**src/rtl/spi_burst_slave.sv**
```systemverilog
module spi_burst_slave #(
  parameter int SYNC_STAGES = 2,
  parameter int STATUS_W    = 12
) (
  input  logic                clk,
  input  logic                rst_n,
  input  logic                sclk,
  input  logic                csn,
  input  logic                mosi,
  output logic                miso,
  output logic                miso_oe,
  input  logic [STATUS_W-1:0] status,
  output logic [7:0]          reg_addr,
  output logic [7:0]          reg_wdata,
  output logic                reg_wr,
  output logic                reg_rd,
  input  logic [7:0]          reg_rdata
);
  localparam int HDR_W   = 16;
  localparam int PAD_W   = HDR_W - STATUS_W;
  localparam int CNT_W   = 7;
  localparam int MAX_LEN = 1 << CNT_W;

  typedef enum logic [1:0] {S_ADDR, S_LEN, S_DATA, S_DONE} st_t;

  logic [2:0] sy [SYNC_STAGES];
  logic csn_s, sclk_s, mosi_s, sclk_d, csn_d;
  logic rise, fall, start;

  st_t        state;
  logic [2:0] bit_cnt;
  logic [7:0] rx_sr, rx_byte, rem, addr_q, tx_buf, nxt_byte;
  logic [HDR_W-1:0] tx_sr;
  logic dir_wr, rd_pend, oe_q;

  always_ff @(posedge clk or negedge rst_n)
    if (!rst_n) begin
      for (int i = 0; i < SYNC_STAGES; i++) sy[i] <= 3'b100;
    end else begin
      sy[0] <= {csn, sclk, mosi};
      for (int i = 1; i < SYNC_STAGES; i++) sy[i] <= sy[i-1];
    end

  assign csn_s   = sy[SYNC_STAGES-1][2];
  assign sclk_s  = sy[SYNC_STAGES-1][1];
  assign mosi_s  = sy[SYNC_STAGES-1][0];
  assign rise    = sclk_s & ~sclk_d & ~csn_s;
  assign fall    = ~sclk_s & sclk_d & ~csn_s;
  assign start   = csn_d & ~csn_s;
  assign rx_byte = {rx_sr[6:0], mosi_s};
  assign nxt_byte = dir_wr ? 8'h00 : tx_buf;

  assign miso     = tx_sr[HDR_W-1] & oe_q;
  assign miso_oe  = oe_q;
  assign reg_addr = addr_q;

  always_ff @(posedge clk or negedge rst_n)
    if (!rst_n) begin
      sclk_d <= 1'b0;  csn_d <= 1'b1;  oe_q <= 1'b0;
      state <= S_ADDR; bit_cnt <= '0;  rx_sr <= '0;
      rem <= '0;       addr_q <= '0;   dir_wr <= 1'b0;
      reg_wr <= 1'b0;  reg_rd <= 1'b0; reg_wdata <= '0;
      rd_pend <= 1'b0; tx_buf <= '0;   tx_sr <= '0;
    end else begin
      sclk_d  <= sclk_s;
      csn_d   <= csn_s;
      oe_q    <= ~csn_s;
      reg_wr  <= 1'b0;
      reg_rd  <= 1'b0;
      rd_pend <= reg_rd;
      if (rd_pend) tx_buf <= reg_rdata;
      if (reg_wr || reg_rd) addr_q <= addr_q + 8'd1;

      if (csn_s) begin
        state   <= S_ADDR;
        bit_cnt <= '0;
      end else if (rise) begin
        rx_sr   <= rx_byte;
        bit_cnt <= bit_cnt + 3'd1;
        if (bit_cnt == 3'd7) begin
          case (state)
            S_ADDR: begin
              addr_q <= rx_byte;
              state  <= S_LEN;
            end
            S_LEN: begin
              dir_wr <= rx_byte[7];
              rem    <= (rx_byte[CNT_W-1:0] == '0) ? 8'(MAX_LEN) : {1'b0, rx_byte[CNT_W-1:0]};
              reg_rd <= ~rx_byte[7];
              state  <= S_DATA;
            end
            S_DATA: begin
              rem <= rem - 8'd1;
              if (rem == 8'd1) state <= S_DONE;
              if (dir_wr) begin
                reg_wr    <= 1'b1;
                reg_wdata <= rx_byte;
              end else if (rem != 8'd1) begin
                reg_rd <= 1'b1;
              end
            end
            default: ;
          endcase
        end
      end

      if (start)
        tx_sr <= {{PAD_W{1'b0}}, status};
      else if (fall) begin
        if (bit_cnt == 3'd0 && state == S_DATA)
          tx_sr <= {nxt_byte, 8'h00};
        else
          tx_sr <= {tx_sr[HDR_W-2:0], 1'b0};
      end
    end

  p_oe_off_r3: assert property (@(posedge clk) disable iff (!rst_n)
    csn_s |=> !miso_oe);

  p_hdr_pad_r2: assert property (@(posedge clk) disable iff (!rst_n)
    $fell(csn_s) |=> (miso_oe && !miso));

  p_strobe_excl_r10: assert property (@(posedge clk) disable iff (!rst_n)
    !(reg_wr && reg_rd));

  p_strobe_pulse_r10: assert property (@(posedge clk) disable iff (!rst_n)
    (reg_wr || reg_rd) |=> !(reg_wr || reg_rd));

  p_addr_step_r6: assert property (@(posedge clk) disable iff (!rst_n)
    (reg_wr || reg_rd) |=> reg_addr == $past(reg_addr) + 8'd1);

  p_rdata_take_r7: assert property (@(posedge clk) disable iff (!rst_n)
    rd_pend |=> tx_buf == $past(reg_rdata));

  p_wr_in_data_r9: assert property (@(posedge clk) disable iff (!rst_n)
    reg_wr |-> ($past(state) == S_DATA && $past(dir_wr)));

  p_quiet_done_r8: assert property (@(posedge clk) disable iff (!rst_n)
    ($past(state) == S_DONE) |-> !(reg_wr || reg_rd));

  p_rem_range_r5: assert property (@(posedge clk) disable iff (!rst_n)
    (state == S_DATA) |-> (rem != 8'd0 && rem <= 8'(MAX_LEN)));
endmodule

```
**config.mk**
```make
export PLATFORM = sky130hd
export DESIGN_NAME = spi_burst_slave
export DESIGN_NICKNAME = d
export VERILOG_FILES = /design/src/rtl/spi_burst_slave.sv
export SDC_FILE = /design/constraint.sdc
export NUM_CORES = 1
export LEC_CHECK = 0
export CAP_MARGIN = 5
export CORE_MARGIN = 3
export CORE_UTILIZATION = 33
export DETAILED_ROUTE_END_ITERATION = 7
export HOLD_SLACK_MARGIN = 0.02
export PLACE_DENSITY = 0.56
export SLEW_MARGIN = 20
export SYNTH_ARGS = -nofsm -noshare
export SYNTH_HDL_FRONTEND = slang
export SYNTH_SLANG_ARGS = --single-unit
```
**constraint.sdc**
```tcl
create_clock -name clk -period 2 [get_ports clk]
set_input_delay 0.2 -clock clk [delete_from_list [all_inputs] [get_ports clk]]
set_output_delay 0.2 -clock clk [all_outputs]
set_load 0.05 [all_outputs]
```
# [Word-level counts from Yosys, hierarchy flattened]
# Index checks and enable logic that the tools add are counted.
[classes] add_sub_neg=3 eq_ne=6 n_mux=29 n_bitwise=10 n_reduce_logical=15
[ops] cell="$mux 8" count=7
[ops] cell="$mux 16" count=3
[ops] cell="$pmux 8 s2" count=1
[ops] cell="$reduce_and 4->1" count=3
[ops] cell="$mux 1" count=10
[ops] cell="$add 8x1->8 const B" count=1
[ops] cell="$eq 8x1->1 const B" count=1
[ops] cell="$mux 2" count=4
[ops] cell="$ne 8x1->1 const B" count=1
[ops] cell="$reduce_bool 2->1" count=4
[ops] cell="$sub 8x1->8 const B" count=1
[ops] cell="$logic_not 7->1" count=1
[ops] cell="$and 1x1->1" count=6
[ops] cell="$mux 3" count=2
[ops] cell="$pmux 2 s3" count=1
[ops] cell="$reduce_and 5->1" count=1
[ops] cell="$not 1->1" count=4
[ops] cell="$reduce_bool 4->1" count=1
[ops] cell="$add 3x1->3 const B" count=1
[ops] cell="$eq 3x3->1 const B" count=1
[ops] cell="$logic_not 3->1" count=1
[ops] cell="$ne 3x3->1 const B" count=1
[ops] cell="$eq 2x1->1 const B" count=1
[ops] cell="$eq 2x2->1 const B" count=1
[ops] cell="5 further kinds" count=5
[totals] reg_bits=73 inputBits=25 wordCells=80

# [Longest topological paths before layout]
[depth] depth_word=7 mapped_depth=8

# [Worst setup path before layout]
# No wires, ideal clock.
[synth_timing] kind="reg-to-reg" from="register bit_cnt[1]" to="register reg_wdata[5]" arrival_ns=1.646 t_required_ns=1.873 path_slack_ns=0.227 stages_incl_launch_ff=8 path_buffers=2 synth_period_minus_slack_ns=1.773 cell_sequence="dfrtp_1 ha_1 ha_1 nor4bb_1 buf_4 and3_1 buf_6 mux2_1"
[synth_between] elab_chain_len=2
[synth_lines] item="from (decl)" line_no="31" text="logic [2:0] bit_cnt;"
[synth_lines] item="from (signal assigned)" line_no="79" text="bit_cnt <= bit_cnt + 3'd1;"
[synth_lines] item="$eq 3x3->1" line_no="80" text="if (bit_cnt == 3'd7) begin"
[synth_lines] item="$reduce_and 5->1 (no source line)"
[synth_lines] item="to (signal assigned)" line_no="97" text="reg_wdata <= rx_byte;"
[synth_lines] item="to (decl)" line_no="14" text="output logic [7:0] reg_wdata,"
# Every way passes these cells.
# A chain may end at the register's enable or synchronous reset.

# [Worst setup path after layout]
[layout_timing] from="register tx_sr[15]" to="output miso"
[layout_between] elab_chain_len=1
[layout_lines] item="from (decl)" line_no="33" text="logic [HDR_W-1:0] tx_sr;"
[layout_lines] item="from (signal assigned)" line_no="108" text="tx_sr <= {{PAD_W{1'b0}}, status};"
[layout_lines] item="from (signal assigned)" line_no="111" text="tx_sr <= {nxt_byte, 8'h00};"
[layout_lines] item="from (signal assigned)" line_no="113" text="tx_sr <= {tx_sr[HDR_W-2:0], 1'b0};"
[layout_lines] item="$and 1x1->1" line_no="53" text="assign miso = tx_sr[HDR_W-1] & oe_q;"
[layout_lines] item="to (decl)" line_no="10" text="output logic miso,"
# Every way passes these cells.

==> results by group <==
Cells and area
  – Storage cell area: 1831 µm²
  – Area overhead of the layout relative to synthesis: 24.12%
  – Highest-count cells in the layout ignoring fill and taps: sky130_fd_sc_hd__dfrtp_1 (70), sky130_fd_sc_hd__clkdlybuf4s50_1 (43), sky130_fd_sc_hd__nor2_1 (31)
  – Most common library cell in the layout ignoring fill and taps: sky130_fd_sc_hd__dfrtp_1
  – Ratio of cells with drive above 1 in the final layout: 14.71%
  – Multi-input logic area: 1436 µm²
  – Number of diodes added for antenna fixing: 0
  – Final nets: 398
  – Layout fillers: 955

Global route
  – Overflow left after global routing: 0
  – Via count of the first global-routing pass: approximately 2400
  – Number of antenna violations at the first check in global routing: 0
  – Wire length of the first global-routing pass: around 12 mm
  – Aggregate global-route resource usage: 13.08%
  – Pin count of the biggest net entering global routing: 31

Worst hold path
  – Type of the worst min-delay path: primary input to flop

Detailed routing
  – Total DRC errors in the routed layout: 0
  – Sum of met2 wire segment lengths after detailed routing: 3.177 mm
  – Count of antenna-violating nets left after detailed routing: 0
  – Via count of the routed design: 2495
  – Iteration-0 DRC count of the detailed router: 131
  – Post-Route WL: ~7 mm
  – Total met3 wirelength after detailed routing: 321 µm
  – Mean number of vias per cell: 4.990
  – Uppermost routed layer: met4
  – First-pass detailed-route iteration total: 4
  – Drt wl/cell: 14.14 µm
  – Routed metal-1 wire length: approximately 3.5 mm

Timing
  – Final setup viols: 0
  – Final worst clock skew: between 5 and 6 ps
  – Maximum frequency from static timing analysis: between 0.5 and 0.6 GHz
  – Setup total negative slack: 0 ps
  – Fin. Hold Viols: 0
  – RSZ-0062 raised after global routing: no
  – Final Critical Period: 1862 ps
  – Slew at the pin with the worst max-slew slack: roughly 530 ps
  – Max-slew violation count: 0
  – Period Utilization, post-route: 93.11%
  – PnR worst setup slack: 137.8 ps
  – Slew margin rel.: 64.46%

Power
  – Relative contribution of the clock network to total power: 33.2%
  – Leakage dissipation: around 0.0018 µW
  – Psw: between 700 and 800 µW
  – Power per standard cell area: between 700 and 800 nW/µm²
  – Sequential share of power: 58.0%
  – Switching share of power: 25.45%
  – Internal: about 2200 µW
  – Share of total power in combinational logic: slightly below 9%
  – Highest ir drop seen on vdd: 0.0002558 V

Flow run
  – Max-cap violation count: 0

Synth
  – Most instantiated flip-flop cell in the synthesis netlist: sky130_fd_sc_hd__dfrtp_1
  – Portion of the post-synthesis area used by sequential elements: 53.87%
  – Netlist Area Pre-Place: 3398 µm²
  – Syn Area/Cell: 10.96 µm²
  – Count of state elements after synthesis: 73
  – Synthesized instance count: 310
  – Number of enable-type register cells in the synthesized netlist: 0
  – Number of nets produced by synthesis: between 300 and 400
  – Count of unique library cells instantiated by Yosys: 47
  – Yosys Warn Count: 0
  – Post-synth ARST share: 100.0%

Critical path
  – Crit Path Category: flop to primary output
  – Family with the most delay on the worst path: buffers and inverters
  – Startpoint type of the worst setup path: flop
  – Required time of the critical path: around 1800 ps
  – Number of buffer and inverter stages on the critical path: 1
  – Ordered list of cells on the worst path: and2_1 > clkdlybuf4s50_1
  – Crit-path max cell delay: 800 ps
  – Maximum fanout encountered on the critical timing path: 3
  – Sort of element at the end of the critical path: primary output
  – Slowest stage cell on the critical path: sky130_fd_sc_hd__clkdlybuf4s50_1
  – Critical path data arrival time: 1660 ps

Clock tree
  – CTS Root Buffer Type: sky130_fd_sc_hd__clkbuf_8
  – Count of clock tree sinks: between 70 and 80
  – Maximum level of the CTS H-tree: 3
  – Maximum number of buffers from clock root to sink: 2
  – Cts bufs inserted: 9
  – CTS tree: built
  – Clock transition time at the flip-flop clock pins of the worst setup and hold paths: 70 ps
  – Clock network latency to the later pin of the worst-skew pair: 340 ps

Placed design
  – Post-Place Setup Slack: 69.45 ps
  – Global placer's final weighted congestion: 0.8198
  – Post-DP HPWL: 5.038 mm
  – Number of port buffers: 44

Status
  – Run status: completed

Die
  – Die area: about 12000 µm²
  – Die span in y: 107.5 µm
  – Floorplan die width: 107.5 µm
  – Initial Utilization: 34.29%
  – FP Rows: 36
  – Core area: 9910 µm²
  – IO Pins: 45
[state kept, by name, summed over array words and instances (netlist names), 2 cells and up]
signal,cells
bit_cnt,3
reg_addr,8
reg_wdata,8
rem,8
rx_sr,7
state,2
sy,3
tx_buf,8
tx_sr,16
[synth_stat cells (2+ instances only)]
cell type                   count  area [µm²]
sky130_fd_sc_hd__nor4_1         2       12.51
sky130_fd_sc_hd__a22oi_1        3       22.52
sky130_fd_sc_hd__mux2_2        18       202.7
sky130_fd_sc_hd__mux2_1         8       90.09
sky130_fd_sc_hd__nor2b_1        2       12.51
sky130_fd_sc_hd__nand3_1        4       20.02
sky130_fd_sc_hd__a221oi_1       6       52.55
sky130_fd_sc_hd__dfrtp_1       70        1752
sky130_fd_sc_hd__nand2b_1       4       25.02
sky130_fd_sc_hd__nand4_1        3       18.77
sky130_fd_sc_hd__nand2_1       22       82.58
sky130_fd_sc_hd__a21oi_1       20       100.1
sky130_fd_sc_hd__or3b_1         2       17.52
sky130_fd_sc_hd__dfstp_2        3       78.83
sky130_fd_sc_hd__ha_1          10       125.1
sky130_fd_sc_hd__o211ai_1       3       22.52
sky130_fd_sc_hd__o21ai_0       18       90.09
sky130_fd_sc_hd__o2111ai_1      2       17.52
sky130_fd_sc_hd__nor2_1        31       116.4
sky130_fd_sc_hd__inv_1         13       48.80
sky130_fd_sc_hd__nor3_1         4       20.02
sky130_fd_sc_hd__and3_1         2       12.51
sky130_fd_sc_hd__mux2i_1        5       50.05
sky130_fd_sc_hd__and2_1         2       12.51
sky130_fd_sc_hd__or3_1          2       12.51
sky130_fd_sc_hd__xnor2_1        5       43.79
sky130_fd_sc_hd__clkbuf_1       5       18.77
sky130_fd_sc_hd__buf_4          2       15.01
sky130_fd_sc_hd__xor2_1         3       26.28
sky130_fd_sc_hd__a211oi_1       4       30.03
sky130_fd_sc_hd__o22ai_1        5       31.28
sky130_fd_sc_hd__nor3b_1        6       45.04
sky130_fd_sc_hd__buf_2          5       25.02
sky130_fd_sc_hd__buf_6          3       33.78
[power groups by stage]
stage,registers [µW],logic (µW),clock network [µW]
floorplan,1700,154,0
global placement,1750,259,0
detailed placement,1750,265,0
CTS,1720,268,1020
global route,1750,297,1090
finish,1720,261,985
[through the flow]
stage / instances / util [%] / total power [µW] / area, µm² / hold WS, ps
6_report: 500 / 42.56 / 2970 / 4218 / 270.6
5_1_grt: 500 / 42.56 / 3132 / 4218 / 270.7
4_1_cts: 500 / 42.46 / 3016 / 4208 / 258.2
3_5_place_dp: 484 / 40.72 / 2017 / 4035 / 222.7
3_3_place_gp: 484 / 40.72 / 2013 / 4035 / 210.1
2_1_floorplan: 310 / - / 1855 / 3398 / -95.59
[worst register-to-register path, delay by kind of cell (launching register included)]
kind | cells | cell delay (ps)
AND/OR/NAND/NOR | 2 | 400
buffers and inverters | 2 | 340
flip-flops | 1 | 380
adder cells (fa/ha/maj) | 2 | 390
AO/OA/AOI/OAI | 2 | 220
[final cells by class]
class,instances,area share (%)
Tap cell,133,3.945
Timing Repair Buffer,57,13.59
Clock buffer,12,3.441
Inverter,13,1.157
Clock inverter,3,0.4153
Sequential cell,73,43.40
Multi-Input combinational cell,209,34.06
[cells by family (layout without fill, tap and decap cells)]
family,count (synthesis),in the layout,share of synthesized area [%]
compound gates,68,68,12.70
xor+xnor,8,8,2.062
fa+ha+maj,10,10,3.682
buf+inv,28,85,4.160
flops,73,73,53.87
mux,31,31,10.09
simple gates,92,92,13.44
[metal layers]
metal	up-vias	global-route usage [%]
li1	1204	-
met1	1223	19.03
met2	60	18.63
met3	8	3.059
met4	0	5.410
met5	-	0
[what timing repair did]
| action | 4_1_cts | 5_1_grt |
|---|---|---|
| hold endpoints to repair | 18 | 0 |
| resized for setup | 0 | 3 |
| setup endpoints to repair | 0 | 14 |
| hold buffers | 1 | 0 |
| buffers inserted | 0 | 0 |
[final timing paths]
check                           start  endpoint  slack, ps  depth (start not counted)
setup / recovery            tx_sr[15]      miso        140                          2
hold / removal                    csn     sy[5]        270                          1
setup reg to reg           bit_cnt[0]    rem[2]        140                          8
hold reg to reg                 sy[3]    mosi_s        350                          0
max in group asynchronous       rst_n     csn_d       1040                          3
min in group asynchronous       rst_n     sy[3]        370                          2
Power figures use the tool's default switching activity.
